### src/rtl/ddr_init_pkg.sv
package ddr_init_pkg;

   typedef enum logic [3:0] {
      ST_STABLE,
      ST_CKE_UP,
      ST_PRE_A,
      ST_EMRS,
      ST_MRS_RST,
      ST_PRE_B,
      ST_REFRESH,
      ST_MRS_RUN,
      ST_DONE
   } step_e;

   typedef struct packed {
      logic cs_n;
      logic ras_n;
      logic cas_n;
      logic we_n;
   } pins_t;

   localparam pins_t PINS_NOP  = '{cs_n: 1'b0, ras_n: 1'b1, cas_n: 1'b1, we_n: 1'b1};
   localparam pins_t PINS_PRE  = '{cs_n: 1'b0, ras_n: 1'b0, cas_n: 1'b1, we_n: 1'b0};
   localparam pins_t PINS_LOAD = '{cs_n: 1'b0, ras_n: 1'b0, cas_n: 1'b0, we_n: 1'b0};
   localparam pins_t PINS_REF  = '{cs_n: 1'b0, ras_n: 1'b0, cas_n: 1'b0, we_n: 1'b1};

   function automatic int max_of(input int a, input int b);
      return (a > b) ? a : b;
   endfunction

endpackage

### src/rtl/ddr_init_timer.sv
module ddr_init_timer #(
   parameter int              W       = 8,
   parameter logic [W-1:0]    RST_VAL = '0
) (
   input  logic         clk,
   input  logic         rst,
   input  logic         load,
   input  logic [W-1:0] load_val,
   output logic         zero
);

   logic [W-1:0] cnt_q;

   always_ff @(posedge clk) begin
      if (rst) begin
         cnt_q <= RST_VAL;
      end else if (load) begin
         cnt_q <= load_val;
      end else if (cnt_q != '0) begin
         cnt_q <= cnt_q - 1'b1;
      end
   end

   assign zero = (cnt_q == '0);

endmodule

### src/rtl/ddr_init_step_fsm.sv
module ddr_init_step_fsm
   import ddr_init_pkg::*;
#(
   parameter int W            = 8,
   parameter int CKE_NOP_CYC  = 2,
   parameter int TRP_CYC      = 3,
   parameter int TRFC_CYC     = 7,
   parameter int TMRD_CYC     = 2,
   parameter int DLL_LOCK_CYC = 200,
   parameter int REFRESH_CNT  = 2
) (
   input  logic         clk,
   input  logic         rst,
   input  logic         tzero,
   output step_e        step,
   output logic         issuing,
   output logic         tload,
   output logic [W-1:0] tval
);

   localparam int RW = $clog2(REFRESH_CNT + 1);

   step_e         step_q, step_d;
   logic          issue_q, issue_d;
   logic [RW-1:0] ref_q, ref_d;

   function automatic logic [W-1:0] gap_of(input step_e s);
      case (s)
         ST_CKE_UP:  return W'(CKE_NOP_CYC - 2);
         ST_PRE_A,
         ST_PRE_B:   return W'(TRP_CYC - 2);
         ST_EMRS,
         ST_MRS_RUN: return W'(TMRD_CYC - 2);
         ST_MRS_RST: return W'(DLL_LOCK_CYC - 2);
         ST_REFRESH: return W'(TRFC_CYC - 2);
         default:    return '0;
      endcase
   endfunction

   always_comb begin
      step_d  = step_q;
      issue_d = issue_q;
      ref_d   = ref_q;
      tload   = 1'b0;
      tval    = '0;
      if (issue_q) begin
         tload   = 1'b1;
         tval    = gap_of(step_q);
         issue_d = 1'b0;
         if (step_q == ST_REFRESH) begin
            ref_d = ref_q + 1'b1;
         end
      end else if (step_q != ST_DONE && tzero) begin
         issue_d = 1'b1;
         case (step_q)
            ST_STABLE:  step_d = ST_CKE_UP;
            ST_CKE_UP:  step_d = ST_PRE_A;
            ST_PRE_A:   step_d = ST_EMRS;
            ST_EMRS:    step_d = ST_MRS_RST;
            ST_MRS_RST: step_d = ST_PRE_B;
            ST_PRE_B:   step_d = ST_REFRESH;
            ST_REFRESH: step_d = (ref_q == RW'(REFRESH_CNT)) ? ST_MRS_RUN : ST_REFRESH;
            ST_MRS_RUN: begin
               step_d  = ST_DONE;
               issue_d = 1'b0;
            end
            default: begin
               step_d  = ST_DONE;
               issue_d = 1'b0;
            end
         endcase
      end
   end

   always_ff @(posedge clk) begin
      if (rst) begin
         step_q  <= ST_STABLE;
         issue_q <= 1'b0;
         ref_q   <= '0;
      end else begin
         step_q  <= step_d;
         issue_q <= issue_d;
         ref_q   <= ref_d;
      end
   end

   assign step    = step_q;
   assign issuing = issue_q;

endmodule

### src/rtl/ddr_init_pin_enc.sv
module ddr_init_pin_enc
   import ddr_init_pkg::*;
#(
   parameter int         ADDR_W     = 12,
   parameter int         BA_W       = 2,
   parameter bit         REG_OUT    = 1'b1,
   parameter logic [2:0] MODE_BL    = 3'b011,
   parameter logic       MODE_BT    = 1'b0,
   parameter logic [2:0] MODE_CL    = 3'b011,
   parameter logic       DRIVE_HALF = 1'b0
) (
   input  logic              clk,
   input  logic              rst,
   input  step_e             step,
   input  logic              issuing,
   output logic              cke,
   output pins_t             pins,
   output logic [BA_W-1:0]   ba,
   output logic [ADDR_W-1:0] addr,
   output logic              done
);

   pins_t             c_pins;
   logic [BA_W-1:0]   c_ba;
   logic [ADDR_W-1:0] c_addr;
   logic              c_cke;
   logic              c_done;

   function automatic logic [ADDR_W-1:0] mode_word(input logic dll_rst);
      logic [ADDR_W-1:0] w;
      w      = '0;
      w[2:0] = MODE_BL;
      w[3]   = MODE_BT;
      w[6:4] = MODE_CL;
      w[8]   = dll_rst;
      return w;
   endfunction

   always_comb begin
      c_pins = PINS_NOP;
      c_ba   = '0;
      c_addr = '0;
      c_cke  = (step != ST_STABLE);
      c_done = (step == ST_DONE);
      if (issuing) begin
         case (step)
            ST_PRE_A, ST_PRE_B: begin
               c_pins     = PINS_PRE;
               c_addr[10] = 1'b1;
            end
            ST_EMRS: begin
               c_pins    = PINS_LOAD;
               c_ba      = BA_W'(1);
               c_addr[0] = 1'b0;
               c_addr[1] = DRIVE_HALF;
            end
            ST_MRS_RST: begin
               c_pins = PINS_LOAD;
               c_addr = mode_word(1'b1);
            end
            ST_MRS_RUN: begin
               c_pins = PINS_LOAD;
               c_addr = mode_word(1'b0);
            end
            ST_REFRESH: c_pins = PINS_REF;
            default:    c_pins = PINS_NOP;
         endcase
      end
   end

   if (REG_OUT) begin : g_reg
      always_ff @(posedge clk) begin
         if (rst) begin
            pins <= PINS_NOP;
            ba   <= '0;
            addr <= '0;
            cke  <= 1'b0;
            done <= 1'b0;
         end else begin
            pins <= c_pins;
            ba   <= c_ba;
            addr <= c_addr;
            cke  <= c_cke;
            done <= c_done;
         end
      end
   end else begin : g_comb
      assign pins = c_pins;
      assign ba   = c_ba;
      assign addr = c_addr;
      assign cke  = c_cke;
      assign done = c_done;
   end

endmodule

### src/rtl/ddr_init_seq.sv
module ddr_init_seq
   import ddr_init_pkg::*;
#(
   parameter int         CLK_PERIOD_PS = 10000,
   parameter int         STABLE_NS     = 200000,
   parameter int         CKE_NOP_CYC   = 2,
   parameter int         TRP_CYC       = 3,
   parameter int         TRFC_CYC      = 7,
   parameter int         TMRD_CYC      = 2,
   parameter int         DLL_LOCK_CYC  = 200,
   parameter int         REFRESH_CNT   = 2,
   parameter int         ADDR_W        = 12,
   parameter int         BA_W          = 2,
   parameter bit         REG_OUT       = 1'b1,
   parameter logic [2:0] MODE_BL       = 3'b011,
   parameter logic       MODE_BT       = 1'b0,
   parameter logic [2:0] MODE_CL       = 3'b011,
   parameter logic       DRIVE_HALF    = 1'b0
) (
   input  logic              clk,
   input  logic              rst,
   output logic              cke,
   output logic              cs_n,
   output logic              ras_n,
   output logic              cas_n,
   output logic              we_n,
   output logic [BA_W-1:0]   ba,
   output logic [ADDR_W-1:0] addr,
   output logic              init_done
);

   localparam int STABLE_CYC = (STABLE_NS * 1000 + CLK_PERIOD_PS - 1) / CLK_PERIOD_PS;
   localparam int CNT_MAX    = max_of(max_of(STABLE_CYC, DLL_LOCK_CYC),
                                      max_of(max_of(TRP_CYC, TRFC_CYC),
                                             max_of(TMRD_CYC, CKE_NOP_CYC)));
   localparam int W          = $clog2(CNT_MAX + 1);

   if (STABLE_NS < 200000) begin : g_bad_stable
      $error("settling wait shorter than 200 us");
   end
   if (DLL_LOCK_CYC < 200) begin : g_bad_lock
      $error("lock wait shorter than 200 cycles");
   end
   if (REFRESH_CNT < 2) begin : g_bad_ref
      $error("at least two refreshes are required");
   end
   if (CKE_NOP_CYC < 2 || TRP_CYC < 2 || TRFC_CYC < 2 || TMRD_CYC < 2) begin : g_bad_gap
      $error("command gaps must be at least two cycles");
   end
   if (ADDR_W < 11 || BA_W < 2 || CLK_PERIOD_PS < 1) begin : g_bad_width
      $error("address or bank width too small");
   end

   step_e        step;
   logic         issuing;
   logic         tload;
   logic [W-1:0] tval;
   logic         tzero;
   pins_t        pins;

   ddr_init_timer #(
      .W       (W),
      .RST_VAL (W'(STABLE_CYC - 1))
   ) u_timer (
      .clk      (clk),
      .rst      (rst),
      .load     (tload),
      .load_val (tval),
      .zero     (tzero)
   );

   ddr_init_step_fsm #(
      .W            (W),
      .CKE_NOP_CYC  (CKE_NOP_CYC),
      .TRP_CYC      (TRP_CYC),
      .TRFC_CYC     (TRFC_CYC),
      .TMRD_CYC     (TMRD_CYC),
      .DLL_LOCK_CYC (DLL_LOCK_CYC),
      .REFRESH_CNT  (REFRESH_CNT)
   ) u_fsm (
      .clk     (clk),
      .rst     (rst),
      .tzero   (tzero),
      .step    (step),
      .issuing (issuing),
      .tload   (tload),
      .tval    (tval)
   );

   ddr_init_pin_enc #(
      .ADDR_W     (ADDR_W),
      .BA_W       (BA_W),
      .REG_OUT    (REG_OUT),
      .MODE_BL    (MODE_BL),
      .MODE_BT    (MODE_BT),
      .MODE_CL    (MODE_CL),
      .DRIVE_HALF (DRIVE_HALF)
   ) u_enc (
      .clk     (clk),
      .rst     (rst),
      .step    (step),
      .issuing (issuing),
      .cke     (cke),
      .pins    (pins),
      .ba      (ba),
      .addr    (addr),
      .done    (init_done)
   );

   assign cs_n  = pins.cs_n;
   assign ras_n = pins.ras_n;
   assign cas_n = pins.cas_n;
   assign we_n  = pins.we_n;

endmodule

### config.mk
export PLATFORM = sky130hd
export DESIGN_NAME = ddr_init_seq
export DESIGN_NICKNAME = d
export VERILOG_FILES = /design/src/rtl/ddr_init_pkg.sv /design/src/rtl/ddr_init_timer.sv /design/src/rtl/ddr_init_step_fsm.sv /design/src/rtl/ddr_init_pin_enc.sv /design/src/rtl/ddr_init_seq.sv
export SDC_FILE = /design/constraint.sdc
export NUM_CORES = 1
export LEC_CHECK = 0
export ABC_AREA = 0
export BUFFER_PORTS_ARGS = -buffer_cell sky130_fd_sc_hd__clkbuf_2
export CAP_MARGIN = 20
export CELL_PAD_IN_SITES_DETAIL_PLACEMENT = 1
export CELL_PAD_IN_SITES_GLOBAL_PLACEMENT = 1
export CORE_ASPECT_RATIO = 0.7
export CORE_MARGIN = 2
export CORE_UTILIZATION = 47
export CTS_BUF_LIST = sky130_fd_sc_hd__clkbuf_4
export DETAILED_ROUTE_END_ITERATION = 8
export GPL_TIMING_DRIVEN = 0
export PLACE_DENSITY = 0.84
export SYNTH_ARGS = -nofsm -noshare
export SYNTH_HDL_FRONTEND = slang
export SYNTH_SLANG_ARGS = --single-unit
### constraint.sdc
create_clock -name clk -period 5.31 [get_ports clk]
set_input_delay 0.2655 -clock clk [delete_from_list [all_inputs] [get_ports clk]]
set_output_delay 0.2655 -clock clk [all_outputs]
set_load 0.02 [all_outputs]
== Yosys cells after proc, flatten, opt, wreduce, memory -nomap -nowiden ==
Index checks and enable logic that the tools add are counted.

* Mux-type cells: 13
* Reduce and logical (&&, ||, !) cells: 14
* Bitwise logic cells: 2
* Equal/unequal tests: 10
* Add/subtract/negate cells: 2

{| class="wikitable"
|+ Operators by type and width
! kind !! count
|-
| $mux W15 || 3
|-
| $pmux W4 S7 || 1
|-
| $pmux W8 S3 || 1
|-
| $eq A4 B3 Y1 const B || 4
|-
| $logic_not A15 Y1 || 1
|-
| $reduce_bool A15 Y1 || 1
|-
| $sub A15 B1 Y15 const B || 1
|-
| $pmux W7 S2 || 1
|-
| $pmux W3 S3 || 1
|-
| $eq A4 B2 Y1 const B || 2
|-
| $reduce_or A7 Y1 || 1
|-
| $reduce_or A2 Y1 || 3
|-
| $reduce_or A3 Y1 || 2
|-
| $mux W1 || 5
|-
| $eq A4 B1 Y1 const B || 1
|-
| $eq A4 B4 Y1 const B || 1
|-
| $logic_not A4 Y1 || 1
|-
| $ne A4 B4 Y1 const B || 1
|-
| $reduce_and A2 Y1 || 2
|-
| $reduce_bool A4 Y1 || 1
|-
| $add A2 B1 Y2 const B || 1
|-
| $eq A2 B2 Y1 const B || 1
|-
| $mux W2 || 1
|-
| $not A1 Y1 || 2
|-
| 2 further kinds || 2
|}

* Logic and storage cells: 54
* Bits in registers: 42
* Output and inout bits: 20
* Input bits: 2

== Longest topological paths before layout ==
Gate-level depths: netlist (run 1).

* Depth after elaboration: 5
* Depth in mapped cells: 7
* Gate-level depth less buffers: 6

== Hierarchy ==
From an unflattened synthesis (run 1), not the netlist that was laid out.

* Cells, all modules: 205
* Area total of the unflattened synthesis: 1749.2 µm²

{| class="wikitable"
|+ By module, submodules not included
! module !! cells an instance !! area an instance (µm²) !! instances !! seq. area each (µm²)
|-
| ddr_init_timer || 110 || 878.3 || 1 || 300.3
|-
| ddr_init_step_fsm || 56 || 460.4 || 1 || 140.1
|-
| ddr_init_pin_enc || 39 || 410.4 || 1 || 180.2
|}

== Least setup slack after synthesis (run 1) ==
No wires, ideal clock.

* Kind: register to register
* Start point: register u_timer.cnt_q[0]
* End point: register u_fsm.step_q[0] (netlist: u_fsm.step[0])
* Setup time: 0.070 ns
* Path slack: 3.525 ns
* Data arrival time: 1.714 ns
* Path buffers: 0
* Stages on the path, launching flop included: 7
* Required time: 5.240 ns
* Period minus slack after synthesis: 1.785 ns
* Cell sequence: dfxtp_1 inv_1 ha_1 nor4b_1 nand4_2 or4_1 a21oi_1

* Longest elaborated chain between the ends: 3

{| class="wikitable"
|+ Ends and longest elaborated chain
! what !! line !! text
|-
| start: declaration || ddr_init_timer.sv:12 || <nowiki>logic [W-1:0] cnt_q;</nowiki>
|-
| start signal: assignment || ddr_init_timer.sv:18 || <nowiki>cnt_q <= load_val;</nowiki>
|-
| start signal: assignment || ddr_init_timer.sv:20 || <nowiki>cnt_q <= cnt_q - 1'b1;</nowiki>
|-
| $logic_not A15 Y1 || ddr_init_timer.sv:24 || <nowiki>assign zero = (cnt_q == '0);</nowiki>
|-
| $logic_and A1 B1 Y1 || ddr_init_step_fsm.sv:53 || <nowiki>end else if (step_q != ST_DONE && tzero) begin</nowiki>
|-
| $reduce_and A2 Y1 (no source line) || n/a ||
|-
| end signal: assignment || ddr_init_step_fsm.sv:81 || <nowiki>step_q <= step_d;</nowiki>
|-
| end: declaration || ddr_init_step_fsm.sv:23 || <nowiki>step_e step_q, step_d;</nowiki>
|}

Every way passes these cells.
A chain may end at the register's enable or synchronous reset.

== Worst setup path in the final report (run 1) ==
* Start point: register u_timer.cnt_q[11]
* End point: register u_fsm.step_q[0] (netlist: u_fsm.step[0])

The elaborated chain is that of the path after synthesis.

==> results of run 1 <==
## synthesized netlist by cell type, types with 2 or more instances
library cell	number	area, um^2
clkbuf_1	7	26.28
or3_1	4	25.02
xnor2_1	3	26.28
o311ai_0	2	17.52
nor2_1	18	67.56
nand3b_1	4	30.03
and2_1	2	12.51
ha_1	2	25.02
or4_1	6	45.04
nor2b_1	2	12.51
nand2_1	11	41.29
nor4b_1	2	17.52
nand2b_1	4	25.02
o21ai_1	4	20.02
inv_1	6	22.52
o41ai_1	2	17.52
xor2_1	3	26.28
o21ai_0	6	30.03
buf_4	11	82.58
a31oi_1	4	25.02
a21oi_1	11	55.05
dfxtp_1	31	620.6
nand3_1	3	15.01
nand4_1	2	12.51
nor3_1	3	15.01
## per-stage QoR
| stage | utilization (%) | hold WS (ps) | setup WS (ps) | cell area (um^2) |
|---|---|---|---|---|
| floorplan | - | 456.7 | 3525 | 1550 |
| finish | 54.66 | 295.4 | 3183 | 1709 |
| CTS | 54.66 | 290.9 | 3201 | 1709 |
| global placement | 53.18 | 491.9 | 3313 | 1663 |
| global route | 54.66 | 318.4 | 2967 | 1709 |
| detailed placement | 53.18 | 507.0 | 3244 | 1663 |
## flip-flops by register name (all words and copies together), names as in the netlist
name and flops:
u_fsm.step 4, u_enc.ba 1, u_enc.cke 1, u_fsm.issuing 1
u_timer.cnt_q 15, u_enc.done 1, u_enc.addr 3, u_enc.pins 3
u_fsm.ref_q 2
## worst max path at each step
stage / from / to / cells past startpoint
floorplan: u_timer.cnt_q[0] / u_fsm.step[0] / 6
global placement: u_timer.cnt_q[0] / u_fsm.step[0] / 6
detailed placement: u_timer.cnt_q[11] / u_fsm.step[0] / 4
CTS: u_timer.cnt_q[11] / u_fsm.step[0] / 4
global route: u_timer.cnt_q[11] / u_fsm.step[0] / 4
finish: u_timer.cnt_q[11] / u_fsm.step[0] / 4
## layout by cell type (no fill, tap or decap), drive strengths merged, types with 5 or more instances in the layout
cell / instances
or4: 7
nor2: 18
or3: 5
o21ai: 10
nand2: 11
inv: 6
dfxtp: 31
clkbuf: 25
buf: 12
a21oi: 11
conb: 8
## power breakdown
group | leakage (nW) | internal (mW) | switching [mW]
Clock | 0.0285 | 0.0468 | 0.0782
Sequential | 0.251 | 0.234 | 0.00248
Combinational | 0.378 | 0.00869 | 0.0136
Total | 0.657 | 0.290 | 0.0943
## final cells by class
| class | instances | area, um^2 | share of cell area (%) |
|---|---|---|---|
| multi-input combinational | 127 | 787.0 | 46.05 |
| sequential | 31 | 620.6 | 36.31 |
| buffer | 19 | 120.1 | 7.028 |
| timing repair buffer | 13 | 65.06 | 3.807 |
| tap | 38 | 47.55 | 2.782 |
| clock buffer | 5 | 37.54 | 2.196 |
| inverter | 6 | 22.52 | 1.318 |
| clock inverter | 2 | 8.758 | 0.5124 |
## critical path: stages (launching register included)
cell	delay, ps
dfxtp_1	370
nor3_1	640
nand4_2	370
or4_1	550
a21oi_1	140
## per-layer routing
| metal | vias up | wire [um] | global-route usage (%) |
|---|---|---|---|
| li1 | 663 | - | - |
| met1 | 635 | 1909 | 32.53 |
| met2 | 35 | 1644 | 33.18 |
| met3 | 6 | 191 | 5.814 |
| met4 | 0 | 48 | 10.38 |
| met5 | - | 0 | 0 |
## cells by family (layout without fill, tap and decap cells)
group | count (synthesis) | after routing | synth area share, %
xor gates and xnor gates | 6 | 6 | 3.449
adders and majority gates | 2 | 2 | 1.642
AOI/OAI and AO/OA | 38 | 38 | 15.76
buffers and inverters | 25 | 45 | 9.360
DFF | 31 | 31 | 40.72
and+or+nand+nor | 72 | 72 | 28.16
other | 1 | 8 | 0.2461
muxes | 1 | 1 | 0.6568
==> summary.txt, run 1 <==
STA
  – Final setup vio count: 0
  – Slew HR: 50.53%
  – Minimum clock period: 2127 ps
  – Fin. Hold Viols: 0
  – Fmax: 0.4701 GHz
  – Max Slew Vio Count: 0
  – Worst-Margin Slew: 736.4 ps
  – Fin crit share: 40.06%
  – Unrepaired setup endpoints after global routing: false
  – Setup_tns: 0 ps
  – Worst Skew: 8.025 ps

Power
  – PD cells: 224.7 mW/mm^2
  – VDD IR max: 119.1 uV
  – Total power: 384.0 uW
  – LEAKAGE: 0.6568 nW

Logic synthesis
  – Main flop type after synthesis: dfxtp_1
  – Post-synth ARST share: 0%
  – Mapped Avg Cell Area: 8.659 um^2
  – Warnings from Yosys: 0
  – Cell Area, Synth: 0.001524 mm^2
  – Syn Inst Count: approximately 180
  – Number of synthesized register bits: 31
  – Number of synthesized flops with an enable pin: 0
  – Synth cell types: 48
  – Register area share after synthesis: 40.72%

CTS
  – Clock-pin slew on the worst setup and hold paths: 100 ps
  – CTS Hold Buffers Added: 0
  – Post-CTS Setup Bufs: 0
  – Post-CTS sizing: 0
  – Worst skew pair latency: 330 ps
  – CTS Buffer Depth: 2
  – Max H-tree Level: 2
  – Root buffer cell: clkbuf_4
  – CTS Buf Count: 5
  – TritonCTS Sinks: 31
  – CTS tree: built

Critical path
  – R2R depth: 4
  – CP Max Fanout: 8
  – CP Data Required Time: 5580 ps
  – CP Launch Type: flip-flop
  – R2r setup slk: 3180 ps
  – Kind of critical path: reg -> reg
  – Launching point of the worst reg2reg path: u_timer.cnt_q[11]
  – WP data arrival: 2390 ps
  – Reg2reg end: u_fsm.step[0]
  – Crit end category: flip-flop

Global route
  – Global router's overall resource usage: a little under a quarter
  – GRT overflow: 0
  – Via count of the first global-routing pass: 1258
  – Largest net degree at the start of global routing: 11
  – Initial antenna violation count: 0
  – First-pass GRT wire length: 6313 um

Drt
  – Total Wirelength: ~3800 um
  – DR WL/cell: 15.74 um
  – Iter 0 DRT Violations: approximately 130
  – Vias post-DR: ~1300
  – Pre-Repair DR Iteration Count: 4
  – Average vias per placed instance: 5.556
  – Antenna violation net count after detailed routing: 0
  – DRC violation count after routing: 0

Min path
  – Min-delay worst type: in -> reg
  – WHS Path Cells: 3
  – Worst Hold End: u_enc.ba[0]
  – Worst Hold Launch: rst

Die
  – Core area: 0.003127 mm^2
  – Die height: 51.64 um
  – Top Ports: 22
  – Die Wd: between 70 and 80 um
  – Initial Util: 48.74%
  – Rows: 17
  – Die Area: 0.003721 mm^2

Layout
  – Fraction of layout cells with a size suffix above 1: 19.21%
  – Non-filler cells, final: 241
  – Fill count: 400
  – Antenna Cells: 0
  – NumNets Final: 207
  – Area Growth Syn to Fin: 12.15%

Placed design
  – Detail Placement HPWL: 2835 um
  – Gpl congestion: 0.7917
  – Placed Cells: approximately 230
  – IO buf count: 13

Job
  – Max cap viols: 0

Run status
  – Status: completed
Note: power is estimated with default switching activity, not from simulation.
==> run 2, diff against run 1 <==
Settings changed: CORE_UTILIZATION 47 to 40, PLACE_DENSITY 0.84 to 0.76.
Clock period 5.31 ns to 1.85 ns, I/O delays scaled along.
==> summary.txt, run 2 (same netlist as run 1, synthesis figures left out) <==
STA
  – Final WS setup: 52.21 ps (-3131 ps)
  – Fmax: 0.5562 GHz (+18%)
  – Worst-Margin Slew: 513.5 ps (-222.9 ps)
  – Slew HR: 65.77% (+15 points)
  – Fin crit share: 97.18% (+57 points)
  – Hold WS: 108.9 ps (-186.5 ps)
  – Worst Skew: 12.32 ps (+4.292 ps)
  – Minimum clock period: 1798 ps (-329.2 ps)
  – Fin. Hold Viols: 0 (unchanged)
  – Max Slew Vio Count: 0 (unchanged)
  – Final setup vio count: 0 (unchanged)

Global route
  – Initial antenna violation count: 0 (unchanged)
  – Via count of the first global-routing pass: 1446 (+15%)
  – Largest net degree at the start of global routing: 11 (unchanged)
  – First-pass GRT wire length: 6969 um (+10%)
  – GRT overflow: 0 (unchanged)
  – Global router's overall resource usage: 20.65% (-2.4 points)

Drt
  – Antenna violation net count after detailed routing: 0 (unchanged)
  – DRC violation count after routing: 0 (unchanged)
  – Pre-Repair DR Iteration Count: 4 (unchanged)
  – Iter 0 DRT Violations: 57 (-57%)
  – Total Wirelength: 4245 um (+12%)
  – DR WL/cell: 16.33 um (+3.7%)
  – Vias post-DR: 1394 (+4.1%)
  – Average vias per placed instance: 5.362 (-3.5%)

Power
  – Net Sw Frac: 24.69% (+0.14 points)
  – Total power: 1.167 mW (+200%)
  – Logic pwr share: 6.4% (+0.6 points)
  – Sequential share of power: 58.2% (-3.4 points)
  – NetSw: 288.0 uW (+210%)
  – Internal Pwr Total: 878.5 uW (+200%)
  – PD cells: 626.5 mW/mm^2 (+180%)
  – Clock network power share: 35.5% (+2.9 points)
  – VDD IR max: 380.9 uV (+220%)
  – LEAKAGE: 0.7014 nW (+6.8%)

Die
  – Die height: 55.64 um (+7.7%)
  – Rows: 18 (+1)
  – Die Wd: 77.78 um (+7.9%)
  – Initial Util: 42.56% (-6.2 points)
  – Core area: 0.003581 mm^2 (+15%)
  – Die Area: 0.004327 mm^2 (+16%)
  – Top Ports: 22 (unchanged)

Critical path
  – CP Max Fanout: 4 (-4)
  – WP data arrival: 2070 ps (-320 ps)
  – Max stage delay on crit path: 550 ps (-90 ps)
  – Crit end category: flip-flop
  – Cell Chain, Critical Path: or4_4, or3_4, or3_4, a21oi_2
  – CP Data Required Time: 2120 ps (-3460 ps)
  – CP Launch Type: flip-flop
  – Kind of critical path: reg -> reg
  – Critical path buffers and inverters: 0 (unchanged)
  – CP top delay family: simple AND/OR/NAND/NOR gates
  – Most used cell, CP: or3_4
  – Slowest-stage cell, CP: or4_4

Placed design
  – Detail Placement HPWL: 2940 um (+3.7%)
  – Gpl congestion: 0.8353 (+5.5%)
  – IO buf count: 13 (unchanged)
  – Post-DP Area: 0.001678 mm^2 (+0.90%)
  – Dpl ws: -255.5 ps (-3499 ps)

CTS
  – Clock-pin slew on the worst setup and hold paths: 100 ps (about the same)
  – TritonCTS Sinks: 31 (unchanged)
  – CTS tree: built
  – Root buffer cell: clkbuf_4
  – CTS Buf Count: 5 (unchanged)
  – Max H-tree Level: 2 (unchanged)
  – Worst skew pair latency: 330 ps (about the same)
  – CTS Buffer Depth: 2 (unchanged)

Layout
  – Fraction of layout cells with a size suffix above 1: 28.10% (+8.9 points)
  – Antenna Cells: 0 (unchanged)
  – Layout Cell Area excl Fill: 0.001862 mm^2 (+8.9%)
  – Most frequent cells in the layout: dfxtp_1 (28), nor2_1 (18), buf_4 (17)
  – Most common cell after layout, fill and taps aside: dfxtp_1
  – Max reg flops: 15 (unchanged)
  – Most flop-heavy register: u_timer.cnt_q
  – NumNets Final: 213 (+2.9%)
  – Area Growth Syn to Fin: 22.17%

Run status
  – Status: completed

Min path
  – Min-delay worst type: in -> reg

Job
  – Max cap viols: 0 (unchanged)
==> run 2: stage by stage <==
stage / instances / utilization, % / TNS [ps]
finish: 260 / 51.99 / 0
global route: 260 / 51.99 / -9.759
CTS: 256 / 50.07 / 0
detailed placement: 246 / 46.86 / -467.5
global placement: 246 / 46.86 / -260.4
floorplan: 183 / - / 0
==> run 2: repair_timing <==
action,in CTS,in global routing
setup buffers,2,4
resized for setup,7,11
hold buffers,0,0
pin swaps,0,7
endpoints found under the setup margin,4,7
hold endpoints to repair,0,0
==> run 2: cell type report <==
cell class	instances	area, um^2
plain buffers	19	120.1
clock buffers	7	52.55
clock inverters	1	5.005
well taps	50	62.56
inverters	6	22.52
flip-flops and latches	31	629.4
fillers	446	1719
multi-input cells	127	859.6
repair buffers	19	110.1
==> run 2: routing by layer <==
layer	routed length [um]	global-route usage (%)
met1	2080	27.18
met2	1977	33.50
met3	166	5.357
met4	21	5.867
met5	0	0
==> run 2: final timing paths <==
path                    startpoint               end  slack, ps  depth (start not counted)
setup reg to reg  u_timer.cnt_q[3]  u_timer.cnt_q[8]         50                          4
hold reg to reg   u_timer.cnt_q[3]  u_timer.cnt_q[3]        470                          1
hold / removal                 rst     u_enc.addr[8]        110                          3
setup / recovery  u_timer.cnt_q[3]  u_timer.cnt_q[8]         50                          4
==> run 2: worst min-delay path, delay by kind of cell <==
family,cells,cell delay [ps]
buf+inv,2,150
simple gates,1,160
==> run 2: power by group through the flow <==
| stage | Clock (mW) | Sequential, mW | Combinational (mW) |
|---|---|---|---|
| 3_5_place_dp | 0 | 0.696 | 0.0635 |
| 5_1_grt | 0.460 | 0.679 | 0.0799 |
| 2_1_floorplan | 0 | 0.693 | 0.0519 |
| 4_1_cts | 0.420 | 0.680 | 0.0688 |
| 3_3_place_gp | 0 | 0.694 | 0.0604 |
| 6_report | 0.414 | 0.679 | 0.0742 |
==> run 3, diff against run 2 <==
--- a/config.mk
+++ b/config.mk
@@ -18,3 +18,3 @@
 export GPL_TIMING_DRIVEN = 0
-export PLACE_DENSITY = 0.76
+export PLACE_DENSITY = 0.79
 export SYNTH_ARGS = -nofsm -noshare
--- a/constraint.sdc
+++ b/constraint.sdc
@@ -3,2 +3,2 @@
 set_output_delay 0.0925 -clock clk [all_outputs]
-set_load 0.02 [all_outputs]
+set_load 0.01 [all_outputs]
==> summary.txt, run 3 (same netlist as run 1, synthesis figures left out) <==
CTS
  – Worst skew pair latency: 330 ps (about the same)
  – Clock-pin slew on the worst setup and hold paths: 100 ps (about the same)
  – CTS tree: built
  – CTS Buf Count: 5 (unchanged)
  – CTS Hold Buffers Added: 0 (unchanged)
  – TritonCTS Sinks: 31 (unchanged)
  – Root buffer cell: clkbuf_4
  – Max H-tree Level: 2 (unchanged)
  – CTS Buffer Depth: 2 (unchanged)

Power
  – Clock network power share: 35.5% (about the same)
  – Net Sw Frac: 23.88% (-0.81 points)
  – Total power: 1.155 mW (-0.99%)
  – Internal Pwr Total: 879.2 uW (about the same)
  – VDD IR max: 636.7 uV (+67%)
  – Logic pwr share: 5.7% (-0.7 points)
  – NetSw: 275.8 uW (-4.2%)
  – Sequential share of power: 58.8% (+0.6 points)
  – LEAKAGE: 0.6837 nW (-2.5%)
  – PD cells: 635.3 mW/mm^2 (+1.4%)

STA
  – Unrepaired setup endpoints after global routing: false
  – Final setup vio count: 0 (unchanged)
  – Fin. Hold Viols: 0 (unchanged)
  – Final WS setup: 34.94 ps (-17.27 ps)
  – Fmax: 0.5509 GHz (-0.95%)
  – Hold WS: 128.6 ps (+19.71 ps)
  – Max Slew Vio Count: 0 (unchanged)
  – Worst Skew: 12.54 ps (+0.2184 ps)
  – Minimum clock period: 1815 ps (+17.27 ps)
  – Fin crit share: 98.11% (+0.93 points)
  – Slew HR: 64.38% (-1.4 points)
  – Worst-Margin Slew: 534.3 ps (+20.79 ps)

Layout
  – Most flop-heavy register: u_timer.cnt_q
  – NumNets Final: 211 (-0.94%)
  – Most frequent cells in the layout: dfxtp_1 (28), nor2_1 (18), buf_4 (15)
  – Antenna Cells: 0 (unchanged)
  – Area Growth Syn to Fin: 19.29%
  – Layout Cell Area excl Fill: 0.001818 mm^2 (-2.4%)
  – Most common cell after layout, fill and taps aside: dfxtp_1
  – Fraction of layout cells with a size suffix above 1: 25.00% (-3.1 points)
  – Max reg flops: 15 (unchanged)

Global route
  – Largest net degree at the start of global routing: 11 (unchanged)
  – First-pass GRT wire length: 6955 um (-0.20%)
  – Via count of the first global-routing pass: 1345 (-7.0%)
  – GRT overflow: 0 (unchanged)
  – Initial antenna violation count: 0 (unchanged)
  – Global router's overall resource usage: 21.00% (+0.35 points)

Drt
  – DRC violation count after routing: 0 (unchanged)
  – Vias post-DR: 1379 (-1.1%)
  – Total Wirelength: 4261 um (+0.38%)
  – DR WL/cell: 16.52 um (+1.2%)
  – Antenna violation net count after detailed routing: 0 (unchanged)
  – Iter 0 DRT Violations: 61 (+7.0%)
  – Pre-Repair DR Iteration Count: 4 (unchanged)
  – Average vias per placed instance: 5.345 (-0.31%)

Run status
  – Status: completed

Placed design
  – Detail Placement HPWL: 3026 um (+2.9%)
  – IO buf count: 13 (unchanged)
  – Post-DP Area: 0.001678 mm^2 (unchanged)
  – Gpl congestion: 0.8179 (-2.1%)
  – Dpl ws: -286.3 ps (-30.80 ps)

Die
  – Die Wd: 77.78 um (unchanged)
  – Rows: 18 (unchanged)
  – Initial Util: 42.56% (unchanged)
  – Die Area: 0.004327 mm^2 (unchanged)
  – Top Ports: 22 (unchanged)
  – Core area: 0.003581 mm^2 (unchanged)
  – Die height: 55.64 um (unchanged)

Min path
  – WHS Path Cells: 3 (unchanged)
  – Worst Hold Launch: rst
  – Min-delay worst type: in -> reg
  – Worst Hold End: u_enc.addr[8]

Critical path
  – Slowest-stage cell, CP: or4_4
  – Cell Chain, Critical Path: or4_4, or3_4, or3_1, a21oi_1
  – R2R depth: 4 (unchanged)
  – R2r setup slk: 30 ps (-20 ps)
  – Kind of critical path: reg -> reg
  – Max stage delay on crit path: 560 ps (about the same)
  – Crit end category: flip-flop
  – WP data arrival: 2090 ps (+20 ps)
  – CP Data Required Time: 2120 ps (about the same)
  – CP Max Fanout: 5 (+1)
  – Launching point of the worst reg2reg path: u_timer.cnt_q[2]
  – Reg2reg end: u_timer.cnt_q[8]
  – CP Launch Type: flip-flop

Job
  – Max cap viols: 0 (unchanged)
==> run 3: cell types whose count changed in the layout (fill, tap and decap cells not counted), moves of 2 or more <==
cell     change
or4_4        -2
a21oi_1      +2
a21oi_2      -2
or4_1        +2
buf_4        -2
==> run 3: how the worst max path moves through the flow <==
stage	endpoint	cells after the start	startpoint
2_1_floorplan	u_fsm.step[0]	6	u_timer.cnt_q[0]
3_3_place_gp	u_fsm.step[0]	6	u_timer.cnt_q[0]
3_5_place_dp	u_fsm.step[0]	6	u_timer.cnt_q[0]
4_1_cts	u_timer.cnt_q[8]	4	u_timer.cnt_q[2]
5_1_grt	u_timer.cnt_q[8]	4	u_timer.cnt_q[2]
6_report	u_timer.cnt_q[8]	4	u_timer.cnt_q[2]
==> run 3: stage by stage <==
stage,std cells,util [%],setup TNS [ps]
floorplan,183,-,0
global placement,246,46.86,-242.6
detailed placement,246,46.86,-575.5
CTS,256,50.07,0
global route,258,50.77,0
finish,258,50.77,0
==> run 3: cell type report <==
class	count	area, um^2
clock buffer	7	52.55
fill	446	1763
inverter	6	22.52
tap	50	62.56
timing repair buffer	17	95.09
buffer	19	120.1
sequential	31	626.9
clock inverter	1	5.005
multi-input combinational	127	833.3
==> run 3: metal layers <==
| layer | GRT usage, % | up-vias | wire length, um |
|---|---|---|---|
| li1 | - | 673 | - |
| met1 | 28.40 | 668 | 2015 |
| met2 | 32.88 | 36 | 2000 |
| met3 | 6.169 | 2 | 219 |
| met4 | 5.357 | 0 | 26 |
| met5 | 0 | - | 0 |
==> run 3: what timing repair did <==
| action | in CTS | in global routing |
|---|---|---|
| setup endpoints to repair | 5 | 4 |
| gates cloned | 0 | 0 |
| pin swaps | 0 | 2 |
| gates resized for setup | 7 | 4 |
| setup buffers | 2 | 2 |
==> run 3: worst max-delay path, delay by kind of cell (launching register included) <==
family	cells	cell delay, ps
flops	1	370
simple gates	3	1250
compound gates	1	140
==> run 3: power by group through the flow <==
stage | combinational (mW) | clock, mW | sequential (mW)
floorplan | 0.0444 | 0 | 0.693
global placement | 0.0529 | 0 | 0.694
detailed placement | 0.0569 | 0 | 0.695
CTS | 0.0623 | 0.427 | 0.680
global route | 0.0716 | 0.453 | 0.681
finish | 0.0663 | 0.410 | 0.679
